$ cat config.mk
export PLATFORM = sky130hd
export DESIGN_NAME = snoop_wb_responder
export DESIGN_NICKNAME = d
export VERILOG_FILES = /design/src/rtl/snoop_pkg.sv /design/src/rtl/snoop_line_table.sv /design/src/rtl/snoop_burst_seq.sv /design/src/rtl/snoop_ctrl.sv /design/src/rtl/snoop_wb_responder.sv
export SDC_FILE = /design/constraint.sdc
export NUM_CORES = 1
export LEC_CHECK = 0
export ABC_AREA = 1
export ABC_CLOCK_PERIOD_IN_PS = 1570
export BUFFER_PORTS_ARGS = -buffer_cell sky130_fd_sc_hd__buf_2
export CAP_MARGIN = 20
export CORE_MARGIN = 4
export CORE_UTILIZATION = 54
export DETAILED_ROUTE_END_ITERATION = 10
export GPL_TIMING_DRIVEN = 1
export PLACE_DENSITY = 0.74
export SLEW_MARGIN = 0
export SYNTH_ARGS = -nofsm -noshare
export SYNTH_HDL_FRONTEND = slang
export SYNTH_SLANG_ARGS = --single-unit
$ cat constraint.sdc
create_clock -name clk -period 1.57 [get_ports clk]
set_input_delay 0.3925 -clock clk [delete_from_list [all_inputs] [get_ports clk]]
set_output_delay 0.3925 -clock clk [all_outputs]
set_load 0.05 [all_outputs]
$ cat src/rtl/snoop_pkg.sv
package snoop_pkg;

  typedef enum logic [1:0] {
    LS_INV = 2'b00,
    LS_SHR = 2'b01,
    LS_EXC = 2'b10,
    LS_MOD = 2'b11
  } line_st_t;

  typedef enum logic [2:0] {
    C_IDLE  = 3'd0,
    C_LOOK  = 3'd1,
    C_HITW  = 3'd2,
    C_WB    = 3'd3,
    C_REARM = 3'd4
  } ctrl_st_t;

  typedef enum logic [1:0] {
    B_IDLE = 2'd0,
    B_ADDR = 2'd1,
    B_DATA = 2'd2
  } burst_st_t;

endpackage

$ cat src/rtl/snoop_line_table.sv
module snoop_line_table
  import snoop_pkg::*;
#(
  parameter int LINES = 16,
  localparam int IDX_W = (LINES > 1) ? $clog2(LINES) : 1
) (
  input  logic             clk,
  input  logic             rst_n,
  input  logic             upd_en,
  input  logic [IDX_W-1:0] upd_line,
  input  line_st_t         upd_state,
  input  logic             fill_en,
  input  logic [IDX_W-1:0] fill_line,
  input  line_st_t         fill_state,
  input  logic [IDX_W-1:0] rd_a_line,
  output line_st_t         rd_a_state,
  input  logic [IDX_W-1:0] rd_b_line,
  output line_st_t         rd_b_state
);

  line_st_t st_q [LINES];

  for (genvar g = 0; g < LINES; g++) begin : g_line
    logic     hit_upd, hit_fill, en;
    line_st_t nxt;

    always_comb begin
      hit_upd  = upd_en  && (upd_line  == IDX_W'(g));
      hit_fill = fill_en && (fill_line == IDX_W'(g));
      en       = hit_upd || hit_fill;
      // A snoop update has priority over a core fill
      nxt      = hit_upd ? upd_state : fill_state;
    end

    always_ff @(posedge clk or negedge rst_n) begin
      if (!rst_n)  st_q[g] <= LS_INV;
      else if (en) st_q[g] <= nxt;
    end
  end

  assign rd_a_state = st_q[rd_a_line];
  assign rd_b_state = st_q[rd_b_line];

endmodule

$ cat src/rtl/snoop_burst_seq.sv
module snoop_burst_seq
  import snoop_pkg::*;
#(
  parameter int BEATS = 4,
  localparam int BEAT_W = (BEATS > 1) ? $clog2(BEATS) : 1
) (
  input  logic              clk,
  input  logic              rst_n,
  input  logic              start,
  input  logic              rdy_n,
  output logic              ads_n,
  output logic              cache_n,
  output logic              wr,
  output logic              blast_n,
  output logic [BEAT_W-1:0] beat,
  output logic              done
);

  localparam logic [BEAT_W-1:0] LAST = BEAT_W'(BEATS - 1);

  burst_st_t         bst_q, bst_d;
  logic [BEAT_W-1:0] cnt_q, cnt_d;
  logic              cnt_en;
  logic              last;

  always_comb begin
    bst_d  = bst_q;
    cnt_d  = cnt_q;
    cnt_en = 1'b0;
    last   = (cnt_q == LAST);
    done   = 1'b0;
    case (bst_q)
      B_IDLE: if (start) bst_d = B_ADDR;
      B_ADDR: begin
        bst_d  = B_DATA;
        cnt_d  = '0;
        cnt_en = 1'b1;
      end
      B_DATA: if (!rdy_n) begin
        if (last) begin
          done  = 1'b1;
          bst_d = B_IDLE;
        end else begin
          cnt_d  = cnt_q + 1'b1;
          cnt_en = 1'b1;
        end
      end
      default: bst_d = B_IDLE;
    endcase
  end

  always_ff @(posedge clk or negedge rst_n) begin
    if (!rst_n) bst_q <= B_IDLE;
    else        bst_q <= bst_d;
  end

  always_ff @(posedge clk or negedge rst_n) begin
    if (!rst_n)      cnt_q <= '0;
    else if (cnt_en) cnt_q <= cnt_d;
  end

  assign ads_n   = (bst_q != B_ADDR);
  assign cache_n = (bst_q != B_ADDR);
  assign wr      = (bst_q != B_IDLE);
  assign blast_n = !((bst_q == B_DATA) && last);
  assign beat    = cnt_q;

  // the address strobe lasts one cycle
  assert_ads_single_R6: assert property (@(posedge clk) disable iff (!rst_n)
    !ads_n |=> ads_n);

  // a beat without ready holds the beat number
  assert_beat_stall_R7: assert property (@(posedge clk) disable iff (!rst_n)
    (bst_q == B_DATA && rdy_n) |=> $stable(beat) && wr);

  // the last beat accepted ends the burst
  assert_blast_end_R7: assert property (@(posedge clk) disable iff (!rst_n)
    (!blast_n && !rdy_n) |=> (blast_n && !wr));

endmodule

$ cat src/rtl/snoop_ctrl.sv
module snoop_ctrl
  import snoop_pkg::*;
#(
  parameter int LINES = 16,
  localparam int IDX_W = (LINES > 1) ? $clog2(LINES) : 1
) (
  input  logic             clk,
  input  logic             rst_n,
  input  logic             hold_req,
  output logic             hold_ack,
  input  logic             snoop_valid,
  input  logic             snoop_inv,
  input  logic [IDX_W-1:0] snoop_line,
  output logic             hitm_n,
  output logic [IDX_W-1:0] cur_line,
  input  line_st_t         cur_state,
  output logic             upd_en,
  output line_st_t         upd_state,
  output logic             wb_start,
  input  logic             wb_done
);

  ctrl_st_t         st_q, st_d;
  logic             ack_q, ack_d, ack_prev_q;
  logic             hitm_q, hitm_d;
  logic [IDX_W-1:0] idx_q, idx_d;
  logic             inv_q, inv_d;
  logic             cap_en;
  line_st_t         after_snoop;

  assign after_snoop = inv_q ? LS_INV : LS_SHR;

  always_comb begin
    st_d      = st_q;
    ack_d     = ack_q;
    hitm_d    = hitm_q;
    idx_d     = snoop_line;
    inv_d     = snoop_inv;
    cap_en    = 1'b0;
    upd_en    = 1'b0;
    upd_state = after_snoop;
    wb_start  = 1'b0;
    case (st_q)
      C_IDLE: begin
        if (!ack_q) begin
          if (hold_req) ack_d = 1'b1;
        end else if (!hold_req) begin
          ack_d = 1'b0;
        end else if (snoop_valid && ack_prev_q) begin
          cap_en = 1'b1;
          st_d   = C_LOOK;
        end
      end
      C_LOOK: begin
        if (cur_state == LS_MOD) begin
          hitm_d = 1'b0;
          st_d   = C_HITW;
        end else begin
          upd_en = (cur_state != LS_INV);
          st_d   = C_IDLE;
        end
      end
      C_HITW: if (!hold_req) begin
        ack_d    = 1'b0;
        wb_start = 1'b1;
        st_d     = C_WB;
      end
      C_WB: if (wb_done) begin
        hitm_d = 1'b1;
        upd_en = 1'b1;
        st_d   = C_REARM;
      end
      C_REARM: begin
        ack_d = hold_req;
        st_d  = C_IDLE;
      end
      default: st_d = C_IDLE;
    endcase
  end

  always_ff @(posedge clk or negedge rst_n) begin
    if (!rst_n) begin
      st_q       <= C_IDLE;
      ack_q      <= 1'b0;
      ack_prev_q <= 1'b0;
      hitm_q     <= 1'b1;
    end else begin
      st_q       <= st_d;
      ack_q      <= ack_d;
      ack_prev_q <= ack_q;
      hitm_q     <= hitm_d;
    end
  end

  always_ff @(posedge clk or negedge rst_n) begin
    if (!rst_n) begin
      idx_q <= '0;
      inv_q <= 1'b0;
    end else if (cap_en) begin
      idx_q <= idx_d;
      inv_q <= inv_d;
    end
  end

  assign hold_ack = ack_q;
  assign hitm_n   = hitm_q;
  assign cur_line = idx_q;

  // a hit indication follows a granted strobe by two cycles
  assert_hitm_timing_R4: assert property (@(posedge clk) disable iff (!rst_n)
    $fell(hitm_q) |-> ($past(snoop_valid, 2) && $past(ack_q, 2)));

  // the hit indication clears only after the burst completes
  assert_hitm_restore_R8: assert property (@(posedge clk) disable iff (!rst_n)
    $rose(hitm_q) |-> $past(wb_done));

  // the grant is withdrawn for the whole write-back
  assert_ack_low_wb_R6: assert property (@(posedge clk) disable iff (!rst_n)
    (st_q == C_WB) |-> !ack_q);

  // no grant while a modified line is pending
  assert_ack_rise_R9: assert property (@(posedge clk) disable iff (!rst_n)
    $rose(ack_q) |-> (hitm_q && $past(hitm_q)));

endmodule

$ cat src/rtl/snoop_wb_responder.sv
module snoop_wb_responder
  import snoop_pkg::*;
#(
  parameter int LINES = 16,
  parameter int BEATS = 4,
  localparam int IDX_W  = (LINES > 1) ? $clog2(LINES) : 1,
  localparam int BEAT_W = (BEATS > 1) ? $clog2(BEATS) : 1
) (
  input  logic              clk,
  input  logic              rst_n,
  input  logic              hold_req,
  output logic              hold_ack,
  input  logic              snoop_valid,
  input  logic              snoop_inv,
  input  logic [IDX_W-1:0]  snoop_line,
  output logic              hitm_n,
  output logic              ads_n,
  output logic              cache_n,
  output logic              wr,
  output logic              blast_n,
  input  logic              rdy_n,
  output logic [IDX_W-1:0]  wb_line,
  output logic [BEAT_W-1:0] wb_beat,
  input  logic              fill_en,
  input  logic [IDX_W-1:0]  fill_line,
  input  logic [1:0]        fill_state,
  input  logic [IDX_W-1:0]  probe_line,
  output logic [1:0]        probe_state
);

  logic rs1_q, rs2_q, rst_sync_n;

  always_ff @(posedge clk or negedge rst_n) begin
    if (!rst_n) begin
      rs1_q <= 1'b0;
      rs2_q <= 1'b0;
    end else begin
      rs1_q <= 1'b1;
      rs2_q <= rs1_q;
    end
  end
  assign rst_sync_n = rs2_q;

  logic [IDX_W-1:0] cur_line;
  line_st_t         cur_state, upd_state, probe_st;
  logic             upd_en, wb_start, wb_done;

  snoop_ctrl #(.LINES(LINES)) u_ctrl (
    .clk         (clk),
    .rst_n       (rst_sync_n),
    .hold_req    (hold_req),
    .hold_ack    (hold_ack),
    .snoop_valid (snoop_valid),
    .snoop_inv   (snoop_inv),
    .snoop_line  (snoop_line),
    .hitm_n      (hitm_n),
    .cur_line    (cur_line),
    .cur_state   (cur_state),
    .upd_en      (upd_en),
    .upd_state   (upd_state),
    .wb_start    (wb_start),
    .wb_done     (wb_done)
  );

  snoop_line_table #(.LINES(LINES)) u_table (
    .clk        (clk),
    .rst_n      (rst_sync_n),
    .upd_en     (upd_en),
    .upd_line   (cur_line),
    .upd_state  (upd_state),
    .fill_en    (fill_en),
    .fill_line  (fill_line),
    .fill_state (line_st_t'(fill_state)),
    .rd_a_line  (cur_line),
    .rd_a_state (cur_state),
    .rd_b_line  (probe_line),
    .rd_b_state (probe_st)
  );

  snoop_burst_seq #(.BEATS(BEATS)) u_burst (
    .clk     (clk),
    .rst_n   (rst_sync_n),
    .start   (wb_start),
    .rdy_n   (rdy_n),
    .ads_n   (ads_n),
    .cache_n (cache_n),
    .wr      (wr),
    .blast_n (blast_n),
    .beat    (wb_beat),
    .done    (wb_done)
  );

  assign wb_line     = cur_line;
  assign probe_state = probe_st;

  // the bus is never granted while the burst drives it
  assert_no_grant_in_burst_R9: assert property (@(posedge clk) disable iff (!rst_sync_n)
    wr |-> !hold_ack);

endmodule

# ---- After elaboration in Yosys (flattened, before gate mapping)
# Cells that the tools add are included.
dict set report totals {
  ff_bits 49
  elab_cells 203
  output_inout_bits 14
  inputBits 21
}
dict set report op_classes {
  magnitude_cmp 2
  muxes 58
  n_addsub 1
  bitwise 2
  n_reduce_logical 65
  eq_ne 49
}
# cell n
set op_table {}
lappend op_table {{$eq A4 B4 Y1 const B} 16}
lappend op_table {{$mux W2} 26}
lappend op_table {{$logic_and A1 B1 Y1} 34}
lappend op_table {{$eq A4 B3 Y1 const B} 8}
lappend op_table {{$mux W1} 18}
lappend op_table {{$bmux W2 S4} 2}
lappend op_table {{$eq A4 B2 Y1 const B} 4}
lappend op_table {{$logic_or A1 B1 Y1} 16}
lappend op_table {{$mux W3} 5}
lappend op_table {{$ne A2 B1 Y1 const B} 6}
lappend op_table {{$pmux W3 S4} 1}
lappend op_table {{$ge A5 B5 Y1 const B} 2}
lappend op_table {{$ne A2 B2 Y1 const B} 5}
lappend op_table {{$not A4 Y5} 2}
lappend op_table {{$eq A4 B1 Y1 const B} 2}
lappend op_table {{$logic_not A4 Y1} 2}
lappend op_table {{$reduce_bool A2 Y1} 4}
lappend op_table {{$eq A2 B2 Y1 const B} 3}
lappend op_table {{$eq A3 B2 Y1 const B} 2}
lappend op_table {{$pmux W1 S2} 3}
lappend op_table {{$pmux W2 S3} 1}
lappend op_table {{$reduce_and A3 Y1} 2}
lappend op_table {{$reduce_and A5 Y1} 1}
lappend op_table {{$pmux W2 S2} 1}
lappend op_table {{11 further kinds} 11}

# ---- Logic depth before layout (Yosys ltp)
dict set report logic_depth {
  ltp_word 9
  mapped_depth 17
  mapped_depth_nobuf 15
}

# ---- Hierarchy
# A second synthesis with hierarchy kept.
dict set report hier_totals {
  cells_unflattened 564
  hier_area_um2 3525.9
}
# module n_inst cells_per_inst area_each_um2 seq_area_each_um2
set modules_own_cells {}
lappend modules_own_cells {snoop_line_table 1 444 2547.4 800.8}
lappend modules_own_cells {snoop_ctrl 1 71 594.3 276.5}
lappend modules_own_cells {snoop_burst_seq 1 46 330.3 100.1}
lappend modules_own_cells {snoop_wb_responder 1 3 53.8 50.0}

# ---- Worst setup path after synthesis
# No wires, ideal clock.
dict set report synth_timing {
  path_type {reg-to-reg}
  startpoint {register u_ctrl.idx_q[0] (netlist: u_ctrl.cur_line[0])}
  endpoint {register u_table.st_q[16] (netlist bit)}
  arrival_ps 2158
  n_path_buf 2
  path_slack_ps -706
  stages_incl_launch_ff 18
  path_cell_list {dfrtp_1 -> inv_2 -> buf_2 -> nand2_1 -> nand2_1 -> nand2_1 -> nand2_1 -> nand2_1 -> nand2_1 -> inv_1 -> nand2_1 -> ha_1 -> nand4_1 -> nand2_4 -> buf_12 -> nand3_2 -> nand2_1 -> nand2_1}
}
dict set report synth_between {
  elab_chain_cells 9
}
# element line
set synth_rtl {}
lappend synth_rtl {{start: declaration} snoop_ctrl.sv:26} ;# logic [IDX_W-1:0] idx_q, idx_d;
lappend synth_rtl {{start signal: assignment} snoop_ctrl.sv:100} ;# idx_q <= idx_d;
lappend synth_rtl {{$not A4 Y5 (implied by the code)} snoop_line_table.sv:41} ;# assign rd_a_state = st_q[rd_a_line];
lappend synth_rtl {{$bmux W2 S4} snoop_line_table.sv:41}
lappend synth_rtl {{$mux W2 (implied by the code) (2 in a row)} snoop_line_table.sv:41}
lappend synth_rtl {{$eq A2 B2 Y1 / $reduce_bool A2 Y1 (equally long branches)} {snoop_ctrl.sv:55, snoop_ctrl.sv:59}}
lappend synth_rtl {{$mux W1} snoop_ctrl.sv:55} ;# if (cur_state == LS_MOD) begin
lappend synth_rtl {{$pmux W1 S2} snoop_ctrl.sv:43} ;# case (st_q)
lappend synth_rtl {{$logic_and A1 B1 Y1 (*)} snoop_line_table.sv:28} ;# hit_upd = upd_en && (upd_line == IDX_W'(g));
lappend synth_rtl {{$mux W2 / $logic_or A1 B1 Y1 (equally long branches)} {snoop_line_table.sv:32, snoop_line_table.sv:30}}
lappend synth_rtl {{end signal: indexed assignment} snoop_line_table.sv:37} ;# else if (en) st_q[g] <= nxt;
lappend synth_rtl {{end: declaration} snoop_line_table.sv:21} ;# line_st_t st_q [LINES];
# Mark *: on every way between the ends. The rest lies on a longest branch, timed or not. The select of a mux whose other input is x is not followed.
# A chain may end at the register's enable or synchronous reset.

# ---- Worst setup path after layout
dict set report layout_timing {
  startpoint {register u_ctrl.idx_q[0] (netlist: u_ctrl.cur_line[0])}
  endpoint {register u_table.st_q[0] (netlist bit)}
}
# The elaborated chain is that of the path after synthesis.

==> metrics <==
grt ovf 0; die extent in x between 80 and 90 µm; multiplexer share of the synthesized area 0%; Critical Path AT 2.30 ns; RSZ-0062 raised after global routing true; Hold WC Path Type reg2async; area leader, netlist dfrtp_1; root cell of the clock tree clkbuf_8; adder-cell share of the synthesized area about 2.1%; Final Cell Area 4870 µm²; Final Skew 0.00328 ns; Design Power a little under 10 mW; main area contributors after synthesis dfrtp_1 (34%), nand2_1 (24%), inv_1 (7.6%), nand3_1 (6.7%), nor2_1 (4.4%); Clock Sinks between 40 and 50; Final Util 76.3%; chip height 89.3 µm; largest family of logic cells by synthesized area simple AND/OR/NAND/NOR gates; detailed placer's ending HPWL 8.05 mm; Synth Register Bits 49; Worst Path Required 1.76 ns; number of flops mapped to enable cells by yosys 0; Main synth FF type dfrtp_1; area of the mapped netlist 3570 µm²; clock slew at reported path FFs about 0.09 ns; Yosys Warn Count 0; Worst-Skew Late Latency 0.30 ns; Pleak 2.61 nW; Worst setup EP type flop; DRT antenna net count 0; layout cells sized above 1 32.6%; most frequent cells after synthesis nand2_1 (233), inv_1 (72), dfrtp_1 (48), nand3_1 (48), nor2_1 (42); top cell type's share of synthesized area 33.6%; Async SR Flop Fraction 100%; Mapped Cells between 500 and 600; # IOs 35; Pwr Density 1990 nW/µm²; hold_ws around 0.18 ns; post-synthesis simple-gate area fraction 45.7%; final worst path period share 135%; per-cell routed wire length about 16 µm; FP Rows 29; Slew HR about 64%; drt drc 0; Setup Crit Path Kind reg2reg; Final Setup Violations 45; diodes inserted 0; CP Launch Type flop; via count ~4.1k; Seq/Total Area, Yosys 34.4%; die area ~8000 µm²; Synth Area in Compound Gates just over 5%; most frequent cell after synthesis nand2_1; first-pass GRT wire length 17.8 mm; Critical Path Fanout Max 10; Pre-Repair DR Iteration Count 5; synthesis-to-layout area growth 36.4%; Highest Clock Rate 0.473 GHz; Core Region between 6000 and 7000 µm²; Initial Util 55.9%; initial antenna violation count 0; failing checks setup timing; final max-slew violation count 0; Slew @ Worst Pin approximately 0.54 ns; Setup WS pre-CTS -0.504 ns; status finished, violations left; xor/xnor share of the synthesized area 0%; largest net degree at the start of global routing 25; RD Place Congestion 1.01; placed standard-cell area ~4200 µm²; clk buf depth 2; DRT Wirelength 12.0 mm; min Tclk post-route about 2.1 ns; GRT Total Usage 29.0%; dpl cells a little over 700; DR iter-0 viols 283; fin nets between 600 and 700; max-cap violations 0; setup TNS -17.57 ns; final hold vios 0; CTS buffer count 5; final std cells w/o fill approximately 740; final setup margin -0.546 ns; Synth cell types 26; H-tree levels 2; Port Buffers 34; Vias/cell 5.57; Avg Inst Size Synth between 6 and 7 µm²; CTS tree done; Peak VDD IR 1.69 mV; vias in the first global route 3686; syn_nets between 500 and 600
-- placed cells by master (no fill, tap or decap), types with 8 or more instances in the layout --
cell type  instances
nand2_1          212
inv_1             58
buf_4             46
nor2_1            42
dfrtp_1           39
nand3_2           34
nand3_1           27
buf_2             26
nand2_2           20
nand4_1           20
buf_6             20
inv_2             18
o21ai_1           18
dfrtp_2            9
o21ai_0            8
-- worst paths after layout --
kind,start,endpoint,slack (ns),cells after the start
max,u_ctrl.cur_line[0],u_table.st_q[0],-0.55,16
min,rs2_q,u_ctrl.cur_line[2],0.18,0
max reg2reg,u_ctrl.cur_line[0],u_table.st_q[0],-0.55,16
min reg2reg,rs2_q,u_ctrl.cur_line[2],0.18,0
max in group asynchronous,rs2_q,u_table.st_q[1],0.91,1
min in group clk,snoop_line[2],u_ctrl.cur_line[2],0.34,3
-- cells by family after synthesis --
logic type / after synthesis
AOI/OAI and AO/OA: 36
adders and majority gates: 6
and+or+nand+nor: 371
other: 1
DFF: 49
buffers and inverters: 106
-- area by class of cell --
| type | instances | area, µm² |
|---|---|---|
| clock buffer | 7 | 86.3 |
| clock inverter | 1 | 30.0 |
| fill | 468 | 1510 |
| inverter | 90 | 357 |
| multi-input combinational | 414 | 2140 |
| sequential | 49 | 1240 |
| tap | 77 | 96.3 |
| timing repair buffer | 105 | 923 |
-- per-layer routing --
metal / wire, µm / track usage, %
met1: 4780 / 38.7
met2: 5690 / 49.0
met5: 0 / 0
met3: 947 / 2.86
met4: 604 / 10.7
-- registers in the layout, summed over array words and instances (netlist names), 2 cells and up --
signal           flops
u_table.st_q        32
u_burst.beat         2
u_ctrl.st_q          3
u_burst.bst_q        2
u_ctrl.cur_line      4
-- worst max-delay path, cell delays in order, from the launching register on --
cell and delay (ns):
dfrtp_2 0.46, buf_6 0.15, nand2_1 0.08, nand2_1 0.07
nand2_1 0.06, nand2_1 0.05, nand2_1 0.05, nand2_1 0.05
inv_1 0.05, nand2_1 0.05, ha_1 0.26, nand4_1 0.13
nand2_4 0.17, buf_12 0.16, nand3_2 0.07, nand2_1 0.08
nand2_1 0.07
-- report_power, final --
part	internal [mW]	switching, mW
logic	2.68	3.73
clock network	0.520	0.414
registers	1.80	0.526
-- repair_timing --
item,4_1_cts,5_1_grt
gates cloned,1,0
pin swaps,20,24
buffers inserted,14,12
hold buffers,1,0
hold endpoints to repair,2,0
resized for setup,65,50
setup endpoints to repair,42,47
(Power assumes the default switching activity.)
